File: src/rtl/dfade_pkg.sv
package dfade_pkg;
  typedef enum logic [1:0] {
    ST_IDLE = 2'd0,
    ST_NEW  = 2'd1,
    ST_OLD  = 2'd2
  } fade_st_e;
endpackage

File: src/rtl/dfade_cmp.sv
module dfade_cmp #(
  parameter int NUM_DIG = 4,
  parameter int DIG_W   = 4
) (
  input  logic [NUM_DIG*DIG_W-1:0] a_i,
  input  logic [NUM_DIG*DIG_W-1:0] b_i,
  output logic                     diff_o
);
  logic [NUM_DIG-1:0] dig_ne;

  for (genvar g = 0; g < NUM_DIG; g++) begin : g_dig
    assign dig_ne[g] = |(a_i[g*DIG_W +: DIG_W] ^ b_i[g*DIG_W +: DIG_W]);
  end

  assign diff_o = |dig_ne;
endmodule

File: src/rtl/dfade_timer.sv
module dfade_timer #(
  parameter int CNT_W = 5
) (
  input  logic             clk_i,
  input  logic             rst_ni,
  input  logic             load_i,
  input  logic [CNT_W-1:0] len_i,
  input  logic             run_i,
  input  logic             tick_i,
  output logic             expire_o
);
  logic [CNT_W-1:0] cnt_q;

  assign expire_o = run_i && tick_i && (cnt_q == CNT_W'(1));

  always_ff @(posedge clk_i or negedge rst_ni) begin
    if (!rst_ni) begin
      cnt_q <= '0;
    end else if (load_i) begin
      cnt_q <= len_i;
    end else if (run_i && tick_i && (cnt_q != '0)) begin
      cnt_q <= cnt_q - CNT_W'(1);
    end
  end
endmodule

File: src/rtl/dfade_duty.sv
module dfade_duty #(
  parameter int CNT_W      = 5,
  parameter int FADE_START = 0,
  parameter int FADE_STEP  = 1,
  parameter int FADE_STOP  = 20
) (
  input  logic             clk_i,
  input  logic             rst_ni,
  input  logic             init_i,
  input  logic             adv_i,
  output logic [CNT_W-1:0] duty_o,
  output logic [CNT_W-1:0] nxt_o,
  output logic [CNT_W-1:0] rest_o,
  output logic             final_o
);
  localparam logic [CNT_W-1:0] START_C = CNT_W'(FADE_START);
  localparam logic [CNT_W-1:0] STEP_C  = CNT_W'(FADE_STEP);
  localparam logic [CNT_W-1:0] STOP_C  = CNT_W'(FADE_STOP);

  logic [CNT_W-1:0] duty_q;

  assign nxt_o   = (init_i ? START_C : duty_q) + STEP_C;
  assign final_o = (duty_q >= STOP_C);
  assign rest_o  = final_o ? '0 : (STOP_C - duty_q);
  assign duty_o  = duty_q;

  always_ff @(posedge clk_i or negedge rst_ni) begin
    if (!rst_ni) begin
      duty_q <= START_C;
    end else if (init_i || adv_i) begin
      duty_q <= nxt_o;
    end
  end
endmodule

File: src/rtl/dfade_sched.sv
module dfade_sched
  import dfade_pkg::*;
#(
  parameter int NUM_DIG    = 4,
  parameter int DIG_W      = 4,
  parameter int FADE_START = 0,
  parameter int FADE_STEP  = 1,
  parameter int FADE_STOP  = 20
) (
  input  logic                     clk_i,
  input  logic                     rst_ni,
  input  logic [NUM_DIG*DIG_W-1:0] req_word_i,
  input  logic                     tick_ms_i,
  output logic [NUM_DIG*DIG_W-1:0] word_o,
  output logic                     upd_o,
  output logic                     busy_o
);
  localparam int WORD_W = NUM_DIG * DIG_W;
  localparam int CNT_W  = $clog2(FADE_STOP + FADE_STEP + 1);

  fade_st_e          st_q, st_d;
  logic [WORD_W-1:0] old_q, new_q, word_q;
  logic              upd_q;

  logic              req_diff, tmr_exp, duty_final;
  logic [CNT_W-1:0]  duty_val, nxt_len, old_len, tmr_len;
  logic              start, new_end, old_end, to_old, fin, tmr_load, tmr_run;

  dfade_cmp #(.NUM_DIG(NUM_DIG), .DIG_W(DIG_W)) u_cmp (
    .a_i   (req_word_i),
    .b_i   (old_q),
    .diff_o(req_diff)
  );

  dfade_duty #(
    .CNT_W(CNT_W), .FADE_START(FADE_START), .FADE_STEP(FADE_STEP), .FADE_STOP(FADE_STOP)
  ) u_duty (
    .clk_i  (clk_i),
    .rst_ni (rst_ni),
    .init_i (start),
    .adv_i  (old_end),
    .duty_o (duty_val),
    .nxt_o  (nxt_len),
    .rest_o (old_len),
    .final_o(duty_final)
  );

  dfade_timer #(.CNT_W(CNT_W)) u_tmr (
    .clk_i   (clk_i),
    .rst_ni  (rst_ni),
    .load_i  (tmr_load),
    .len_i   (tmr_len),
    .run_i   (tmr_run),
    .tick_i  (tick_ms_i),
    .expire_o(tmr_exp)
  );

  assign start    = (st_q == ST_IDLE) && req_diff;
  assign new_end  = (st_q == ST_NEW) && tmr_exp;
  assign old_end  = (st_q == ST_OLD) && tmr_exp;
  assign fin      = new_end && duty_final;
  // old phase is skipped when its length would be zero or negative
  assign to_old   = new_end && !duty_final;
  assign tmr_load = start || to_old || old_end;
  assign tmr_len  = to_old ? old_len : nxt_len;
  assign tmr_run  = (st_q != ST_IDLE);

  always_comb begin
    st_d = st_q;
    unique case (st_q)
      ST_IDLE: if (start)   st_d = ST_NEW;
      ST_NEW:  if (fin)     st_d = ST_IDLE;
               else if (to_old) st_d = ST_OLD;
      ST_OLD:  if (old_end) st_d = ST_NEW;
      default:              st_d = ST_IDLE;
    endcase
  end

  always_ff @(posedge clk_i or negedge rst_ni) begin
    if (!rst_ni) begin
      st_q   <= ST_IDLE;
      old_q  <= '0;
      new_q  <= '0;
      word_q <= '0;
      upd_q  <= 1'b0;
    end else begin
      st_q  <= st_d;
      upd_q <= start || to_old || old_end;
      if (start) begin
        new_q  <= req_word_i;
        word_q <= req_word_i;
      end else if (to_old) begin
        word_q <= old_q;
      end else if (old_end) begin
        word_q <= new_q;
      end
      if (fin) old_q <= new_q;
    end
  end

  assign word_o = word_q;
  assign upd_o  = upd_q;
  assign busy_o = (st_q != ST_IDLE);
endmodule

File: config.mk
export PLATFORM = sky130hd
export DESIGN_NAME = dfade_sched
export DESIGN_NICKNAME = d
export VERILOG_FILES = /design/src/rtl/dfade_pkg.sv /design/src/rtl/dfade_cmp.sv /design/src/rtl/dfade_timer.sv /design/src/rtl/dfade_duty.sv /design/src/rtl/dfade_sched.sv
export SDC_FILE = /design/constraint.sdc
export NUM_CORES = 1
export LEC_CHECK = 0
export ABC_AREA = 1
export CORE_MARGIN = 8
export CORE_UTILIZATION = 45
export CTS_CLUSTER_SIZE = 16
export DETAILED_ROUTE_END_ITERATION = 10
export GPL_ROUTABILITY_DRIVEN = 0
export HOLD_SLACK_MARGIN = 0.08
export PLACE_DENSITY = 0.66
export SLEW_MARGIN = 25
export SYNTH_ARGS = -nofsm -noshare
export SYNTH_HDL_FRONTEND = slang
export SYNTH_SLANG_ARGS = --single-unit
export TNS_END_PERCENT = 5
File: constraint.sdc
create_clock -name clk_i -period 5.6 [get_ports clk_i]
set_input_delay 1.4 -clock clk_i [delete_from_list [all_inputs] [get_ports clk_i]]
set_output_delay 1.4 -clock clk_i [all_outputs]
set_load 0.01 [all_outputs]
==> metrics, run 1 <==
Antenna diodes 0; post-synthesis sequential area ratio 0.470; hold path start u_tmr.cnt_q[1]$_DFFE_PN0P_; Worst Setup Slack, final about 1800 ps; Core Rows 31; Seq pwr share 0.354; Hold Crit Depth 2; number of buffers created by CTS 9; Finished Cell Area about 0.0039 mm^2; Core Area 0.00714 mm^2; min Tclk post-route 3770 ps; Cells after Synth roughly 430; critical path's most frequent cell nand2_1; WL per Instance roughly 12 um; CTS clk-pin slew, worst paths 70 ps; cells along the critical path clkdlybuf4s50_1 -> nand2_1 -> inv_1 -> nor2_1 -> nor2_1 -> nand2_1 -> nor2_1 -> nand2_1 -> nand2_4 -> inv_1 -> nor2_1 -> ha_1 -> nand3_1 -> xor2_1 -> inv_1 -> nand2_1 -> nand2_1 -> nand2_1 -> nand2_1 -> nand2_1 -> o21ai_0; Syn-to-layout area delta 18.7%; crit path launch type primary input; Required @ worst endpoint about 5800 ps; maximum VDD drop 0.225 mV; clk sinks 61; first-pass GRT wire length 11800 um; slew margin rel. 0.474; CP Capture Type register; post-synthesis net count roughly 450; FF-to-FF Start u_duty.duty_o[0]$_DFFE_PN0P_; status finished clean; Top Ports 37; setup tns final 0 ps; CP max-delay cell clkdlybuf4s50_1; Max Cap Viol 0; Worst Path Class, Setup in -> reg; leak pwr between 1.5 and 2 nW; Final Core Density 0.540; Antenna Violating Nets Remaining 0; Fill cells 677; initial antenna violation count 0; Clock power frac 0.215; Critical Path Max Stage Delay around 510 ps; FF-to-FF End u_tmr.cnt_q[4]$_DFFE_PN0P_; crit share post-route 0.673; Final HPWL DP 4680 um; placed insts 548; dpl cell area 0.00364 mm^2; Clock Skew approximately 8.7 ps; HP Class reg -> reg; largest net degree at the start of global routing 62; worst skew pair latency about 330 ps; Final Non-Filler Cells between 500 and 600; post_cts resized 0; RSZ-0062 raised after global routing false; total wire length 6950 um; Yosys warnings 0; DIE AREA 0.0102 mm^2; root buffer cell clkbuf_8; internal reg-to-reg setup slack 2880 ps; H-tree level count 3; final net count just under 500; chip width 101 um; vias in the first global route about 2600; Worst EP arrival 3980 ps; critical path peak fanout 28; power consumption about 2.0 mW; Avg Cell Area, Syn 7.59 um^2; Synth area leader dfrtp_1; clock buffer depth 2; Synth top area share 0.470; Switch Pwr 0.738 mW; GRT Total Usage 0.144; hold_ws about 520 ps; power per cell area 506 mW/mm^2; Synth cell types 26; Post-CTS Hold Buffers 0; synthesized cell area approximately 0.0032 mm^2; Logic pwr share 0.431; Final Hold Violating Endpoints 0; commonest non-fill, non-tap cell in the layout nand2_1; top cells by area, synth dfrtp_1, nand2_1, inv_1; Starting Density 0.455; #FFs+latches synth approximately 60; PortBufs 36; M1 WL 3260 um; worst-margin pin slew 786 ps; Die Ht 101 um; post-CTS setup buffers 0; Hold Crit Endpoint u_tmr.cnt_q[1]$_DFFE_PN0P_; most frequent cells in the layout nand2_1, inv_1, dfrtp_1; Starting DRT DRC Count around 160; layout cells sized above 1 0.0538; Internal 1.21 mW; Peak Freq 0.265 GHz; detailed-route vias per instance 4.78; drt pass-1 iters 4; vias 2698; Net Sw Frac 0.378; DR WL met3 273 um; Overflow after GRT 0; pins over their slew limit 0; DRC Markers 0; clock tree from TritonCTS built; Setup-failing EPs final 0; metal2 WL 3320 um; Place WS 1490 ps; top routing layer used met4; reg2reg path depth 11
-- worst max path at each step --
stage | cells after the start | from | to | slack, ps
after floorplan | 21 | req_word_i[5] | u_tmr.cnt_q[4]$_DFFE_PN0P_ | 2440
after global placement | 21 | req_word_i[12] | u_tmr.cnt_q[4]$_DFFE_PN0P_ | 1510
after detailed placement | 21 | req_word_i[13] | u_tmr.cnt_q[4]$_DFFE_PN0P_ | 1490
after CTS | 21 | req_word_i[12] | u_tmr.cnt_q[4]$_DFFE_PN0P_ | 1840
after global routing | 21 | req_word_i[12] | u_tmr.cnt_q[4]$_DFFE_PN0P_ | 1560
final | 21 | req_word_i[12] | u_tmr.cnt_q[4]$_DFFE_PN0P_ | 1830
-- power groups by stage --
stage / clock network [mW] / logic (mW) / registers [mW]
after detailed placement: 0 / 0.851 / 0.698
final: 0.420 / 0.841 / 0.690
after floorplan: 0 / 0.570 / 0.705
after global placement: 0 / 0.840 / 0.693
after global routing: 0.443 / 0.960 / 0.706
after CTS: 0.431 / 0.853 / 0.691
-- area by class of cell --
type / instances / area, um^2 / share of cell area
clock buffer: 12 / 135 / 0.0350
sequential: 61 / 1530 / 0.396
multi-input combinational: 285 / 1390 / 0.359
timing repair buffer: 38 / 370 / 0.0960
tap: 99 / 124 / 0.0321
clock inverter: 4 / 72.6 / 0.0188
inverter: 65 / 244 / 0.0633
-- cell families (layout without fill, tap and decap cells) --
| logic type | after synthesis | in the layout | synth area share |
|---|---|---|---|
| fa+ha+maj | 5 | 5 | 0.0193 |
| flops | 61 | 61 | 0.470 |
| compound gates | 77 | 77 | 0.138 |
| simple gates | 197 | 197 | 0.251 |
| xor+xnor | 6 | 6 | 0.0162 |
| buf+inv | 82 | 119 | 0.106 |
-- synthesized netlist by cell type (all sizes together) --
cell type / instances
or2: 1
nor2: 48
a31oi: 16
buf: 11
a21oi: 2
xor2: 3
a21boi: 1
dfrtp: 61
o211ai: 16
inv: 65
and2: 1
nand3: 13
nor3: 1
ha: 5
xnor2: 3
nand2: 128
nand4: 5
o21ai: 42
clkbuf: 6
-- routing by layer --
metal / track usage / vias up
li1: - / 1418
met1: 0.179 / 1236
met2: 0.239 / 34
met3: 0.0276 / 10
met4: 0.0619 / 0
met5: 0 / -
-- critical path, delay by kind of cell --
family / cells / cell delay [ps]
compound gates: 1 / 70
simple gates: 14 / 1420
fa+ha+maj: 1 / 190
buf+inv: 4 / 760
xor+xnor: 1 / 140
-- flip-flops by register name, summed over array words and instances, names as in the netlist --
register	cells
new_q	16
u_duty.duty_o	5
old_q	16
u_tmr.cnt_q	5
upd_o	1
st_q	2
word_o	16
Power figures use the tool's default switching activity.
==> run 2, diff against run 1 <==
--- a/config.mk
+++ b/config.mk
@@ -12,7 +12,7 @@
 export DETAILED_ROUTE_END_ITERATION = 10
 export GPL_ROUTABILITY_DRIVEN = 0
 export HOLD_SLACK_MARGIN = 0.08
-export PLACE_DENSITY = 0.66
+export PLACE_DENSITY = 0.69
 export SLEW_MARGIN = 25
 export SYNTH_ARGS = -nofsm -noshare
 export SYNTH_HDL_FRONTEND = slang
==> constraint.sdc (replaced) <==
create_clock -name clk_i -period 3.35 [get_ports clk_i]
set_input_delay 0.8375 -clock clk_i [delete_from_list [all_inputs] [get_ports clk_i]]
set_output_delay 0.8375 -clock clk_i [all_outputs]
set_load 0.01 [all_outputs]
==> run 2 against run 1 <==
- final cell count increased by 1.1%
- die area is the same
- via count grew 3.5%
- sequential share of layout area is 0.51 points lower
- register-to-register slack got worse by 1900 ps
- non-clock buffer count is 6 higher
- setup slack worse by 1300 ps
- critical path depth unchanged
- power grew 69%
==> metrics, run 2 (synthesis results as in run 1) <==
RSZ-0062 raised after global routing false (unchanged); clk sinks 61 (unchanged); DIE AREA 0.0102 mm^2 (unchanged); leak pwr 1.96 nW (was 1.93 nW); Clock power frac 0.199 (was 0.215); drt pass-1 iters 6 (was 4); CP Capture Type register (unchanged); layout cells sized above 1 0.0658 (was 0.0538); Peak Freq around 0.36 GHz; hold_ws 519 ps (was 517 ps); chip width 101 um (unchanged); Hold Crit Depth 2 (unchanged); Setup-failing EPs final 0 (unchanged); FF-to-FF Start u_duty.duty_o[0]$_DFFE_PN0P_ (unchanged); power consumption 3.29 mW (was 1.95 mW); dpl cell area 0.00371 mm^2 (was 0.00364 mm^2); pins over their slew limit 0 (unchanged); Required @ worst endpoint 3570 ps (was 5810 ps); Final Hold Violating Endpoints 0 (unchanged); initial antenna violation count 0 (unchanged); commonest non-fill, non-tap cell in the layout nand2_1 (unchanged); Post-CTS Hold Buffers 0 (unchanged); setup tns final 0 ps (unchanged); GRT Total Usage 0.154 (was 0.144); Seq pwr share 0.351 (was 0.354); clock tree from TritonCTS built (unchanged); crit path launch type primary input (unchanged); most frequent cells in the layout nand2_1, inv_1, dfrtp_1 (unchanged); total wire length 7350 um (was 6950 um); Die Ht 101 um (unchanged); Max Cap Viol 0 (unchanged); root buffer cell clkbuf_8 (unchanged); Clock Skew 7.94 ps (was 8.71 ps); CTS clk-pin slew, worst paths 70 ps (about the same); Antenna Violating Nets Remaining 0 (unchanged); FF-to-FF End u_tmr.cnt_q[1]$_DFFE_PN0P_ (was u_tmr.cnt_q[4]$_DFFE_PN0P_); worst-margin pin slew 730 ps (was 786 ps); hold path start u_tmr.cnt_q[1]$_DFFE_PN0P_ (unchanged); post_cts resized 0 (unchanged); crit share post-route 0.836; Antenna diodes 0 (unchanged); Top Ports 37 (unchanged); largest net degree at the start of global routing 33 (was 62); HP Class reg -> reg (unchanged); Worst Path Class, Setup in -> reg (unchanged); detailed-route vias per instance 4.90 (was 4.78); internal reg-to-reg setup slack 960 ps (was 2880 ps); post-CTS setup buffers 0 (unchanged); worst skew pair latency 340 ps (was 330 ps); Worst EP arrival 3020 ps (was 3980 ps); Internal 2.01 mW (was 1.21 mW); PortBufs 36 (unchanged); maximum VDD drop 0.252 mV (was 0.225 mV); Starting Density 0.455 (unchanged); Net Sw Frac 0.389 (was 0.378); number of buffers created by CTS 9 (unchanged); Core Area 0.00714 mm^2 (unchanged); H-tree level count 3 (unchanged); Switch Pwr 1.28 mW (was 0.738 mW); critical path peak fanout 11 (was 28); Logic pwr share 0.450 (was 0.431); slew margin rel. 0.513 (was 0.474); vias in the first global route 2676 (was 2621); min Tclk post-route between 2000 and 3000 ps; power per cell area 841 mW/mm^2 (was 506 mW/mm^2); final net count 490 (was 484); vias 2792 (was 2698); DRC Markers 0 (unchanged); Final HPWL DP 5130 um (was 4680 um); clock buffer depth 2 (unchanged); Finished Cell Area 0.00391 mm^2 (was 0.00386 mm^2); status finished clean (unchanged); first-pass GRT wire length 12400 um (was 11800 um); Hold Crit Endpoint u_tmr.cnt_q[1]$_DFFE_PN0P_ (unchanged); Syn-to-layout area delta 20.3% (was 18.7%); Core Rows 31 (unchanged); WL per Instance 12.9 um (was 12.3 um); Overflow after GRT 0 (unchanged); Starting DRT DRC Count 121 (was 159); reg2reg path depth 13 (was 11)
-- run 2: cell type report --
cell class	count	area, um^2
clock buffer	12	145
clock inverter	4	47.5
fill	685	3230
inverter	65	244
multi-input combinational	285	1380
sequential	61	1530
tap	99	124
timing repair buffer	44	440
-- run 2: metal layers --
layer | GRT usage | vias to the layer above | routed length, um
met5 | 0 | - | 0
met4 | 0.0584 | 0 | 120
met3 | 0.0394 | 15 | 254
met2 | 0.252 | 51 | 3640
met1 | 0.191 | 1299 | 3340
li1 | - | 1427 | -
-- run 2: critical path, cell delays in order --
cell and delay, ps:
clkdlybuf4s50_1 500, nand2_1 60, inv_1 50, nor2_1 30, nor2_1 180, nand2_1 70
nor2_1 80, nand2_1 90, nand2_4 130, inv_1 70, nor2_1 90, ha_1 190
nand3_1 90, xor2_1 140, inv_1 50, nand2_1 70, nand2_1 50, nand2_1 60
nand2_1 40, nand2_1 50, o21ai_0 70
-- run 2: through the flow --
stage / setup slack (ps) / utilization / instances
6_report: 551 / 0.548 / 570
5_1_grt: 309 / 0.548 / 570
3_3_place_gp: 258 / 0.521 / 554
2_1_floorplan: 756 / - / 428
3_5_place_dp: 180 / 0.521 / 554
4_1_cts: 541 / 0.548 / 570
-- run 2: worst max-delay path by stage --
stage	startpoint	endpoint	slack, ps	cells past startpoint
after floorplan	req_word_i[5]	u_tmr.cnt_q[4]$_DFFE_PN0P_	760	21
after global placement	req_word_i[12]	u_tmr.cnt_q[4]$_DFFE_PN0P_	260	21
after detailed placement	req_word_i[12]	u_tmr.cnt_q[4]$_DFFE_PN0P_	180	21
after CTS	req_word_i[12]	u_tmr.cnt_q[4]$_DFFE_PN0P_	540	21
after global routing	req_word_i[14]	u_tmr.cnt_q[4]$_DFFE_PN0P_	310	21
final	req_word_i[12]	u_tmr.cnt_q[4]$_DFFE_PN0P_	550	21
-- run 2: power by group through the flow --
stage / Combinational (mW) / Sequential [mW] / Clock (mW)
after floorplan: 0.953 / 1.18 / 0
after global placement: 1.45 / 1.16 / 0
after detailed placement: 1.49 / 1.17 / 0
after CTS: 1.50 / 1.15 / 0.664
after global routing: 1.67 / 1.18 / 0.695
final: 1.48 / 1.15 / 0.653
